`config.mk`:
```
export PLATFORM = sky130hd
export DESIGN_NAME = fwdctl_top
export DESIGN_NICKNAME = d
export VERILOG_FILES = /design/src/rtl/fwdctl_pkg.sv /design/src/rtl/fwdctl_pick.sv /design/src/rtl/fwdctl_hazard.sv /design/src/rtl/fwdctl_top.sv
export SDC_FILE = /design/constraint.sdc
export NUM_CORES = 1
export LEC_CHECK = 0
export BUFFER_PORTS_ARGS = -buffer_cell sky130_fd_sc_hd__buf_2
export CORE_MARGIN = 1.5
export CORE_UTILIZATION = 51
export DETAILED_ROUTE_END_ITERATION = 7
export PLACE_DENSITY_LB_ADDON = 0.1
export SLEW_MARGIN = 15
export SYNTH_ARGS = -nofsm -noshare
export SYNTH_HDL_FRONTEND = slang
export SYNTH_HIERARCHICAL = 1
export SYNTH_SLANG_ARGS = --single-unit
```
`constraint.sdc`:
```
create_clock -name vclk -period 2.9
set_input_delay 0.58 -clock vclk [all_inputs]
set_output_delay 0.58 -clock vclk [all_outputs]
set_load 0.1 [all_outputs]
```
`src/rtl/fwdctl_pkg.sv`:
```
package fwdctl_pkg;
  typedef enum logic [1:0] {
    SEL_RF  = 2'b00,
    SEL_WB  = 2'b01,
    SEL_MEM = 2'b10
  } byp_sel_e;
endpackage

```
`src/rtl/fwdctl_pick.sv`:
```
module fwdctl_pick
  import fwdctl_pkg::*;
#(
  parameter int unsigned REG_W      = 5,
  parameter bit          LOAD_GUARD = 1'b0  // decode side: a load in MEM has no value yet
) (
  input  logic [REG_W-1:0] src_i,
  input  logic             mem_we_i,
  input  logic             mem_load_i,
  input  logic [REG_W-1:0] mem_dst_i,
  input  logic             wb_we_i,
  input  logic [REG_W-1:0] wb_dst_i,
  output logic [1:0]       sel_o
);
  logic mem_hit, wb_hit;

  always_comb begin
    mem_hit = mem_we_i && (mem_dst_i != '0) && (mem_dst_i == src_i)
              && !(LOAD_GUARD && mem_load_i);
    wb_hit  = wb_we_i && (wb_dst_i != '0) && (wb_dst_i == src_i);
    if (mem_hit)     sel_o = SEL_MEM;
    else if (wb_hit) sel_o = SEL_WB;
    else             sel_o = SEL_RF;
  end

  always_comb begin
    a_r8_sel_legal: assert ($onehot0(sel_o));
    if (sel_o == SEL_WB)
      a_r2_wb_match: assert (wb_dst_i == src_i && wb_dst_i != '0);
    if (sel_o == SEL_MEM)
      a_r1_mem_match: assert (mem_dst_i == src_i && mem_we_i);
  end
endmodule

```
`src/rtl/fwdctl_hazard.sv`:
```
module fwdctl_hazard #(
  parameter int unsigned REG_W = 5
) (
  input  logic [REG_W-1:0] id_rs_i,
  input  logic [REG_W-1:0] id_rt_i,
  input  logic             id_branch_i,
  input  logic             id_taken_i,
  input  logic [REG_W-1:0] ex_dst_i,
  input  logic             ex_we_i,
  input  logic             ex_load_i,
  input  logic [REG_W-1:0] mem_dst_i,
  input  logic             mem_load_i,
  output logic             stall_o,
  output logic             flush_o
);
  logic ex_match, mem_match, load_use, br_on_ex, br_on_mem;

  always_comb begin
    ex_match  = (ex_dst_i == id_rs_i) || (ex_dst_i == id_rt_i);
    mem_match = (mem_dst_i == id_rs_i) || (mem_dst_i == id_rt_i);
    load_use  = ex_load_i && ex_match;
    br_on_ex  = id_branch_i && ex_we_i && (ex_dst_i != '0) && ex_match;
    br_on_mem = id_branch_i && mem_load_i && (mem_dst_i != '0) && mem_match;
    stall_o   = load_use || br_on_ex || br_on_mem;
    flush_o   = id_branch_i && id_taken_i && !stall_o;
  end

  always_comb begin
    if (ex_load_i && (ex_dst_i == id_rs_i))
      a_r3_load_use_stall: assert (stall_o);
    if (flush_o)
      a_r7_flush_not_stalled: assert (!stall_o && id_branch_i);
    if (!id_branch_i)
      a_r7_no_flush_without_branch: assert (!flush_o);
  end
endmodule

```
`src/rtl/fwdctl_top.sv`:
```
module fwdctl_top
  import fwdctl_pkg::*;
#(
  parameter int unsigned REG_W = 5
) (
  input  logic [REG_W-1:0] id_rs_i,
  input  logic [REG_W-1:0] id_rt_i,
  input  logic             id_branch_i,
  input  logic             id_taken_i,
  input  logic [REG_W-1:0] ex_rs_i,
  input  logic [REG_W-1:0] ex_rt_i,
  input  logic [REG_W-1:0] ex_dst_i,
  input  logic             ex_we_i,
  input  logic             ex_load_i,
  input  logic [REG_W-1:0] mem_dst_i,
  input  logic             mem_we_i,
  input  logic             mem_load_i,
  input  logic [REG_W-1:0] wb_dst_i,
  input  logic             wb_we_i,
  output logic [1:0]       ex_a_sel_o,
  output logic [1:0]       ex_b_sel_o,
  output logic [1:0]       id_a_sel_o,
  output logic [1:0]       id_b_sel_o,
  output logic             hold_pc_o,
  output logic             hold_ifid_o,
  output logic             bubble_idex_o,
  output logic             flush_ifid_o
);
  localparam int unsigned N_OPS = 4;  // 0,1 execute; 2,3 decode

  logic [REG_W-1:0] op_src [N_OPS];
  logic [1:0]       op_sel [N_OPS];
  logic             stall;

  assign op_src[0] = ex_rs_i;
  assign op_src[1] = ex_rt_i;
  assign op_src[2] = id_rs_i;
  assign op_src[3] = id_rt_i;

  for (genvar g = 0; g < N_OPS; g++) begin : g_op
    fwdctl_pick #(
      .REG_W     (REG_W),
      .LOAD_GUARD(g >= 2)
    ) u_pick (
      .src_i     (op_src[g]),
      .mem_we_i  (mem_we_i),
      .mem_load_i(mem_load_i),
      .mem_dst_i (mem_dst_i),
      .wb_we_i   (wb_we_i),
      .wb_dst_i  (wb_dst_i),
      .sel_o     (op_sel[g])
    );
  end

  fwdctl_hazard #(.REG_W(REG_W)) u_hazard (
    .id_rs_i    (id_rs_i),
    .id_rt_i    (id_rt_i),
    .id_branch_i(id_branch_i),
    .id_taken_i (id_taken_i),
    .ex_dst_i   (ex_dst_i),
    .ex_we_i    (ex_we_i),
    .ex_load_i  (ex_load_i),
    .mem_dst_i  (mem_dst_i),
    .mem_load_i (mem_load_i),
    .stall_o    (stall),
    .flush_o    (flush_ifid_o)
  );

  assign ex_a_sel_o    = op_sel[0];
  assign ex_b_sel_o    = op_sel[1];
  assign id_a_sel_o    = op_sel[2];
  assign id_b_sel_o    = op_sel[3];
  assign hold_pc_o     = stall;
  assign hold_ifid_o   = stall;
  assign bubble_idex_o = stall;

  always_comb begin
    if (id_branch_i && mem_load_i && mem_dst_i != '0 && mem_dst_i == id_rs_i)
      a_r5_branch_waits_load: assert (hold_pc_o && id_a_sel_o != SEL_MEM);
    if (id_branch_i && ex_we_i && ex_dst_i != '0 && ex_dst_i == id_rt_i)
      a_r4_branch_waits_alu: assert (hold_ifid_o && bubble_idex_o);
    if (ex_rs_i == '0)
      a_r8_zero_not_bypassed: assert (ex_a_sel_o == SEL_RF);
  end
endmodule

```
After elaboration in Yosys (flattened, before gate mapping)
Index checks and enable logic that the tools add are counted.

Output and inout bits: 12. Bits of input ports: 42. Register bits after elaboration: 0.

Mux-type cells: 8. Eq/ne operators: 10. Reduce and logical (&&, ||, !) cells: 30.

Operators with widths (count): 5-bit equality test (10); 1-bit logical AND (21); 5-bit nonzero test (3); 2-bit 2-to-1 mux (4); 1-bit logical OR (4); 1-bit 2-to-1 mux (4); 1-bit zero test (2).

Logic depth before layout (Yosys ltp)
Gate-level depths: netlist of run 1.

Depth in word-level cells: 7. Gate-level depth with buffers: 5. Mapped depth without buffers: 4.

Hierarchy
Netlist of run 1, hierarchy kept.

Modules (own cells, without submodules): fwdctl_pick at g_op[2].u_pick ... (area each 168.9 um^2, cells each 22, times used 2, seq. area each 0.0 um^2); fwdctl_pick at g_op[0].u_pick ... (area each 158.9 um^2, cells each 21, times used 2, seq. area each 0.0 um^2); fwdctl_hazard (area each 291.5 um^2, cells each 39, times used 1, seq. area each 0.0 um^2); fwdctl_top (area each 15.0 um^2, cells each 2, times used 1, seq. area each 0.0 um^2).

Worst setup path after synthesis of run 1
No wires, ideal clock.

Kind: input port to output port. Start: input port id_rs_i[3]. End: output port hold_ifid_o. Path slack: -0.773 ns. Cell stages on the path: 5. Arrival: 3.093 ns. Buffers on the path: 1. Data required time: 2.320 ns. Path through: xor2_1 > nor3_1 > a22oi_1 > o22ai_1 > buf_4.

Longest elaborated chain between the ends: 5. Elaborated cells between the ends (all ways): 9.

Ends and longest elaborated chain: start: declaration (line fwdctl_top.sv:6) `input logic [REG_W-1:0] id_rs_i,`; 5-bit equality test; 1-bit logical OR (line fwdctl_hazard.sv:19) `ex_match = (ex_dst_i == id_rs_i) || (ex_dst_i == id_rt_i);`; 1-bit logical AND (on tied branches) (line fwdctl_hazard.sv:21, fwdctl_hazard.sv:22); 1-bit logical OR (line fwdctl_hazard.sv:24) `stall_o = load_use || br_on_ex || br_on_mem;`; 1-bit logical OR * (line fwdctl_hazard.sv:24); end: declaration (line fwdctl_top.sv:25) `output logic hold_ifid_o,`.

Every way passes the cells marked *; elsewhere a longest branch is shown, timed or not.

Worst setup path in the final report of run 1
Start: input port mem_dst_i[3]. End: output port flush_ifid_o.

Longest elaborated chain between the ends: 6. Elaborated cells between the ends (all ways): 9.

Ends and longest elaborated chain: start: declaration (line fwdctl_top.sv:15) `input logic [REG_W-1:0] mem_dst_i,`; 5-bit equality test / 5-bit nonzero test (equally long branches) (line fwdctl_hazard.sv:20, fwdctl_hazard.sv:23); 1-bit logical OR / 1-bit logical AND (equally long branches); 1-bit logical AND * (line fwdctl_hazard.sv:23) `br_on_mem = id_branch_i && mem_load_i && (mem_dst_i != '0) && mem_match;`; 1-bit logical OR * (line fwdctl_hazard.sv:24); 1-bit zero test * (line fwdctl_hazard.sv:25) `flush_o = id_branch_i && id_taken_i && !stall_o;`; 1-bit logical AND * (line fwdctl_hazard.sv:25); end: declaration (line fwdctl_top.sv:27) `output logic flush_ifid_o`.

Marked as above.

==> metrics.yaml, run 1 <==
vias: 1087
relSlewSlack_pct: 67.8
hold_path_startpoint: "wb_we_i"
drt_drc_violations_left: 0
wl_per_cell_um: 13.0
fmax_ghz: 0.385
use_met1_pct: 32.9
syn_area_sq_um: 962
grt_pass1_vias: 873
synth.most_common_cell: "xor2_1"
dieArea_sq_um: 2160
critPathMaxStageDelay_ns: 0.54
placed_area_sq_um: 1250
finalCritPeriodShare_pct: 89.5
dp_hpwl_um: 2120
seqCellArea_sq_um: 0
start_kind: "input pin"
postCtsSetupBuffers: 0
min_path_type: "in2out"
yosys-top-cells-area: "xor2_1 (31%), xnor2_1 (16%), nor3_1 (6.8%)"
place_congestion: 0.822
synth_common_cells: "xor2_1 (34), xnor2_1 (18), nor3_1 (13)"
crit_arrival_ns: 2.02
ir_drop_uv: 131
grt_pass1_wl_um: 3890
path_cells: "buf_2 > or4_4 > o211ai_2 > o221a_1 > buf_12"
synth_top_area_share_pct: 30.9
synth-seq-area-share_pct: 0
syn_to_final_growth_pct: 29.6
endpoint_kind: "output port"
drtIter0Drc: 20
first_pass_iters: 4
period_needed_ns: 2.60
rsz0062_at_grt: "false"
synth.avg_cell_area_sq_um: 7.58
slowest_stage: "or4_4"
synth_nets: 169
grt.busiest_layer: "met2"
track_usage_pct: 24.1
critPathMaxFanout: 11
synth_cells: 127
start_util_pct: 55.1
drive_gt1_share_pct: 38.3
io_buffers: 54
cap_violations: 0
yosysTopAreaCell: "xor2_1"
nNetsFinal: 219
hold_viol_final: 0
seq_cells: 0
p_leak_nw: 0.547
synth_cell_types: 23
core-area_sq_um: 1750
antennaDiodeCount: 0
ctsHoldBuffers: 0
grt_antenna_before_repair: 0
n_clock_buffer: 0
path_class: "in2out"
gr-usage-met2_pct: 44.7
tightest_slew_ns: 0.486
outcome: "finished, final reports clean"
die_w_um: 46.4
routed_wl_um: 2600
num_rows: 15
yosys_warnings: 6
critical_path.startpoint: "mem_dst_i[3]"
grt-ovfl-total: 0
final_area_sq_um: 1250
finalSetupViolCount: 0
cp_num_buf_inv: 2
path_delay_family: "simple AND/OR/NAND/NOR gates"
utilization_pct: 71.5
cellPowerDensity_nw_per_um2: 175
post_cts_resized: 0
finalPower_mw: 0.218
crit_required_ns: 2.32
slew_viol_final: 0
ios: 54
ant_nets: 0
via_per_inst: 5.44
grt_use_met3_pct: 0
die_y_um: 46.4
setup-tns-final_ns: 0
grt_start_max_net_pins: 12
[metal layers]
| layer | part of all wire [%] | routed length [um] |
|---|---|---|
| met1 | 45 | 1170 |
| met2 | 49 | 1270 |
| met3 | 6.0 | 157 |
| met4 | 0 | 0 |
| met5 | 0 | 0 |
[worst min-delay path: stages]
cell     delay, ns
buf_2         0.13
nand3_1       0.08
nor3_2        0.04
buf_2         0.28
[logic make-up (layout without fill, tap and decap cells)]
| kind of cell | Yosys count | after routing | synth area share, % |
|---|---|---|---|
| XOR/XNOR | 52 | 52 | 47.3 |
| AND/OR/NAND/NOR | 47 | 47 | 30.4 |
| AO/OA/AOI/OAI | 18 | 18 | 16.0 |
| buffers and inverters | 10 | 58 | 6.24 |
[final timing paths]
| kind | endpoint | slack (ns) | cells after the start |
|---|---|---|---|
| max | flush_ifid_o | 0.30 | 5 |
| min | ex_b_sel_o[0] | 1.69 | 4 |
[placed cells by master (no fill, tap or decap), types with 2 or more instances in the layout]
| cell | netlist | routed |
|---|---|---|
| inv_1 | 4 | 4 |
| nor4b_4 | 2 | 2 |
| buf_2 | 0 | 53 |
| xnor2_1 | 18 | 18 |
| nand3_1 | 8 | 8 |
| nor2_1 | 7 | 7 |
| nand2_1 | 5 | 5 |
| xor2_1 | 34 | 34 |
| o21ai_0 | 2 | 2 |
| a21oi_1 | 4 | 4 |
| nor3_2 | 4 | 4 |
| o41ai_2 | 2 | 2 |
| a211oi_2 | 2 | 2 |
| a22oi_1 | 2 | 2 |
| nor3_1 | 13 | 13 |
| o211ai_1 | 2 | 2 |
| nor4_1 | 6 | 6 |
[power breakdown]
group          internal, mW  switching, mW
clock                     0              0
combinational        0.0822          0.136
sequential                0              0
[cell type report]
type                            instances  area, sq um
Multi-Input combinational cell        117          916
Fill cell                             150          498
Timing Repair Buffer                   54          285
Tap cell                               25         31.3
Inverter                                4         15.0
[stage by stage]
| step | hold WS, ns | setup slack [ns] | std cells |
|---|---|---|---|
| 2_1_floorplan | 1.42 | 0.0400 | 127 |
| 3_3_place_gp | 1.68 | 0.334 | 200 |
| 3_5_place_dp | 1.69 | 0.303 | 200 |
| 4_1_cts | 1.69 | 0.304 | 200 |
| 5_1_grt | 1.70 | 0.246 | 200 |
| 6_report | 1.69 | 0.303 | 200 |
(Power assumes the default switching activity.)
==> inputs of run 2 (changes only) <==
--- a/config.mk
+++ b/config.mk
@@ -5,12 +5,14 @@
 export SDC_FILE = /design/constraint.sdc
 export NUM_CORES = 1
 export LEC_CHECK = 0
+export ABC_AREA = 1
 export BUFFER_PORTS_ARGS = -buffer_cell sky130_fd_sc_hd__buf_2
+export CORE_ASPECT_RATIO = 1.5
 export CORE_MARGIN = 1.5
-export CORE_UTILIZATION = 51
+export CORE_UTILIZATION = 56
 export DETAILED_ROUTE_END_ITERATION = 7
 export PLACE_DENSITY_LB_ADDON = 0.1
-export SLEW_MARGIN = 15
+export SLEW_MARGIN = 10
 export SYNTH_ARGS = -nofsm -noshare
 export SYNTH_HDL_FRONTEND = slang
 export SYNTH_HIERARCHICAL = 1
==> metrics.yaml, run 2 <==
dp_hpwl_um: 2900  # +37%
synth_nets: 349  # +110%
track_usage_pct: 28.1  # +4.0 points
num_rows: 21  # +6
synth_cell_types: 15  # -35%
ant_nets: 0  # unchanged
grt_pass1_vias: 1548  # +77%
synth_cells: 307  # +140%
crit_arrival_ns: 1.88  # -0.14 ns
multi_input_area_sq_um: 1010  # +11%
synth-simple-area-share_pct: 63.3  # +33 points
start_util_pct: 59.0  # +3.9 points
synth_top_family_by_area: "simple AND/OR/NAND/NOR gates"
seqCellArea_sq_um: 0  # unchanged
wl_per_cell_um: 9.52  # -27%
finalCritPeriodShare_pct: 84.8  # -4.7 points
via_per_inst: 4.74  # -13%
antennaDiodeCount: 0  # unchanged
hold_slack_ns: 1.64  # -0.0476 ns
syn_to_final_growth_pct: 19.3
grt_start_max_net_pins: 17  # +5
synth_top_area_share_pct: 36.5  # +5.5 points
io_buffers: 54  # unchanged
fmax_ghz: 0.407  # +5.6%
mostFrequentLayoutCell: "nand2_1"
critPathMaxFanout: 15  # +4
crit_path_end: "hold_ifid_o"
drive_gt1_share_pct: 22.5  # -16 points
grt_antenna_before_repair: 0  # unchanged
ir_drop_uv: 89.7  # -32%
crit_required_ns: 2.32  # about the same
synth-seq-area-share_pct: 0  # unchanged
grt_pass1_wl_um: 6220  # +60%
yosys-top-cells-area: "nand2_1 (36%), inv_1 (16%), nor2_1 (11%)"
cap_violations: 0  # unchanged
drt_drc_violations_left: 0  # unchanged
syn_area_sq_um: 1320  # +37%
yosys_warnings: 6  # unchanged
outcome: "finished, final reports clean"
place_congestion: 0.842  # +2.4%
n_clock_buffer: 0  # unchanged
slew_viol_final: 0  # unchanged
seq_cells: 0  # unchanged
synth_xor_area_share_pct: 5.98  # -41 points
period_needed_ns: 2.46  # -0.137 ns
relSlewSlack_pct: 67.9  # +0.093 points
setup-tns-final_ns: 0  # unchanged
final_cell_mix: "nand2_1 (128), inv_1 (56), buf_2 (54)"
num-fill-cells: 242  # +61%
die_y_um: 62.4  # +34%
hold_viol_final: 0  # unchanged
post_cts_resized: 0  # unchanged
rsz0062_at_grt: "false"
drtIter0Drc: 47  # +140%
first_pass_iters: 6  # +2
critical_path.startpoint: "mem_dst_i[1]"
finalSetupViolCount: 0  # unchanged
endpoint_kind: "output port"
tightest_slew_ns: 0.485  # -0.00140 ns
nNetsFinal: 399  # +82%
ios: 54  # unchanged
path_class: "in2out"
synth_compound_area_share_pct: 7.60  # -8.4 points
die_w_um: 42.6  # -8.2%
cellPowerDensity_nw_per_um2: 154  # -12%
grt-ovfl-total: 0  # unchanged
postCtsSetupBuffers: 0  # unchanged
min_path_type: "in2out"
start_kind: "input pin"
muxShareOfSynthArea_pct: 0  # unchanged
vias: 1791  # +65%
synth.most_common_cell: "nand2_1"
dieArea_sq_um: 2660  # +23%
p_leak_nw: 1.14  # +110%
routed_wl_um: 3600  # +38%
ctsHoldBuffers: 0  # unchanged
core-area_sq_um: 2230  # +28%
synth.avg_cell_area_sq_um: 4.29  # -43%
synth-adder-area-share_pct: 0  # unchanged
yosysTopAreaCell: "nand2_1"
synth_common_cells: "nand2_1 (128), inv_1 (56), nor2_1 (39)"
-- run 2: critical path: stages --
cell and delay, ns:
buf_2 0.25, inv_1 0.10, nand2_1 0.07, nand2_1 0.04, nor2_1 0.12, nand3_1 0.08
nand2_1 0.07, nand2_1 0.06, nand2_2 0.08, buf_2 0.43
-- run 2: cells by family (layout without fill, tap and decap cells) --
logic type,Yosys count,count (layout)
AOI/OAI and AO/OA,18,18
xor gates and xnor gates,9,9
buffers and inverters,75,123
and+or+nand+nor,205,205
-- run 2: layout make-up --
cell class         count  share of cell area [%]
inverters             69                    16.5
multi-input cells    232                    64.5
well taps             23                    1.83
repair buffers        54                    17.2
-- run 2: how the worst min path moves through the flow --
stage                      startpoint      endpoint  slack (ns)  cells after the start
final                      id_taken_i  flush_ifid_o        1.64                      4
after detailed placement   id_taken_i  flush_ifid_o        1.64                      4
after floorplan           id_branch_i  flush_ifid_o        1.40                      2
after global placement     id_taken_i  flush_ifid_o        1.63                      4
after CTS                  id_taken_i  flush_ifid_o        1.64                      4
after global routing       id_taken_i  flush_ifid_o        1.66                      4
-- run 2: power breakdown --
part	total, mW	leakage, nW	switching [mW]	internal [mW]
Combinational	0.242	1.14	0.165	0.0767
Clock	0	0	0	0
Sequential	0	0	0	0
Total	0.242	1.14	0.165	0.0767
-- run 2: layer usage --
metal  global-route usage, %  vias to the layer above  wire [um]
li1                        -                      991          -
met3                   0.867                        2        139
met2                    57.3                       44       1930
met5                       0                        -          0
met1                    31.4                      754       1520
met4                    3.13                        0         15
-- run 2: through the flow --
step | power [mW] | util, % | setup WS (ns) | cells | area, sq um
final | 0.242 | 70.4 | 0.440 | 378 | 1570
after global routing | 0.272 | 70.4 | 0.325 | 378 | 1570
after CTS | 0.241 | 70.4 | 0.461 | 378 | 1570
after detailed placement | 0.240 | 70.4 | 0.464 | 378 | 1570
after global placement | 0.238 | 70.4 | 0.461 | 378 | 1570
after floorplan | 0.158 | - | 0.0716 | 307 | 1320
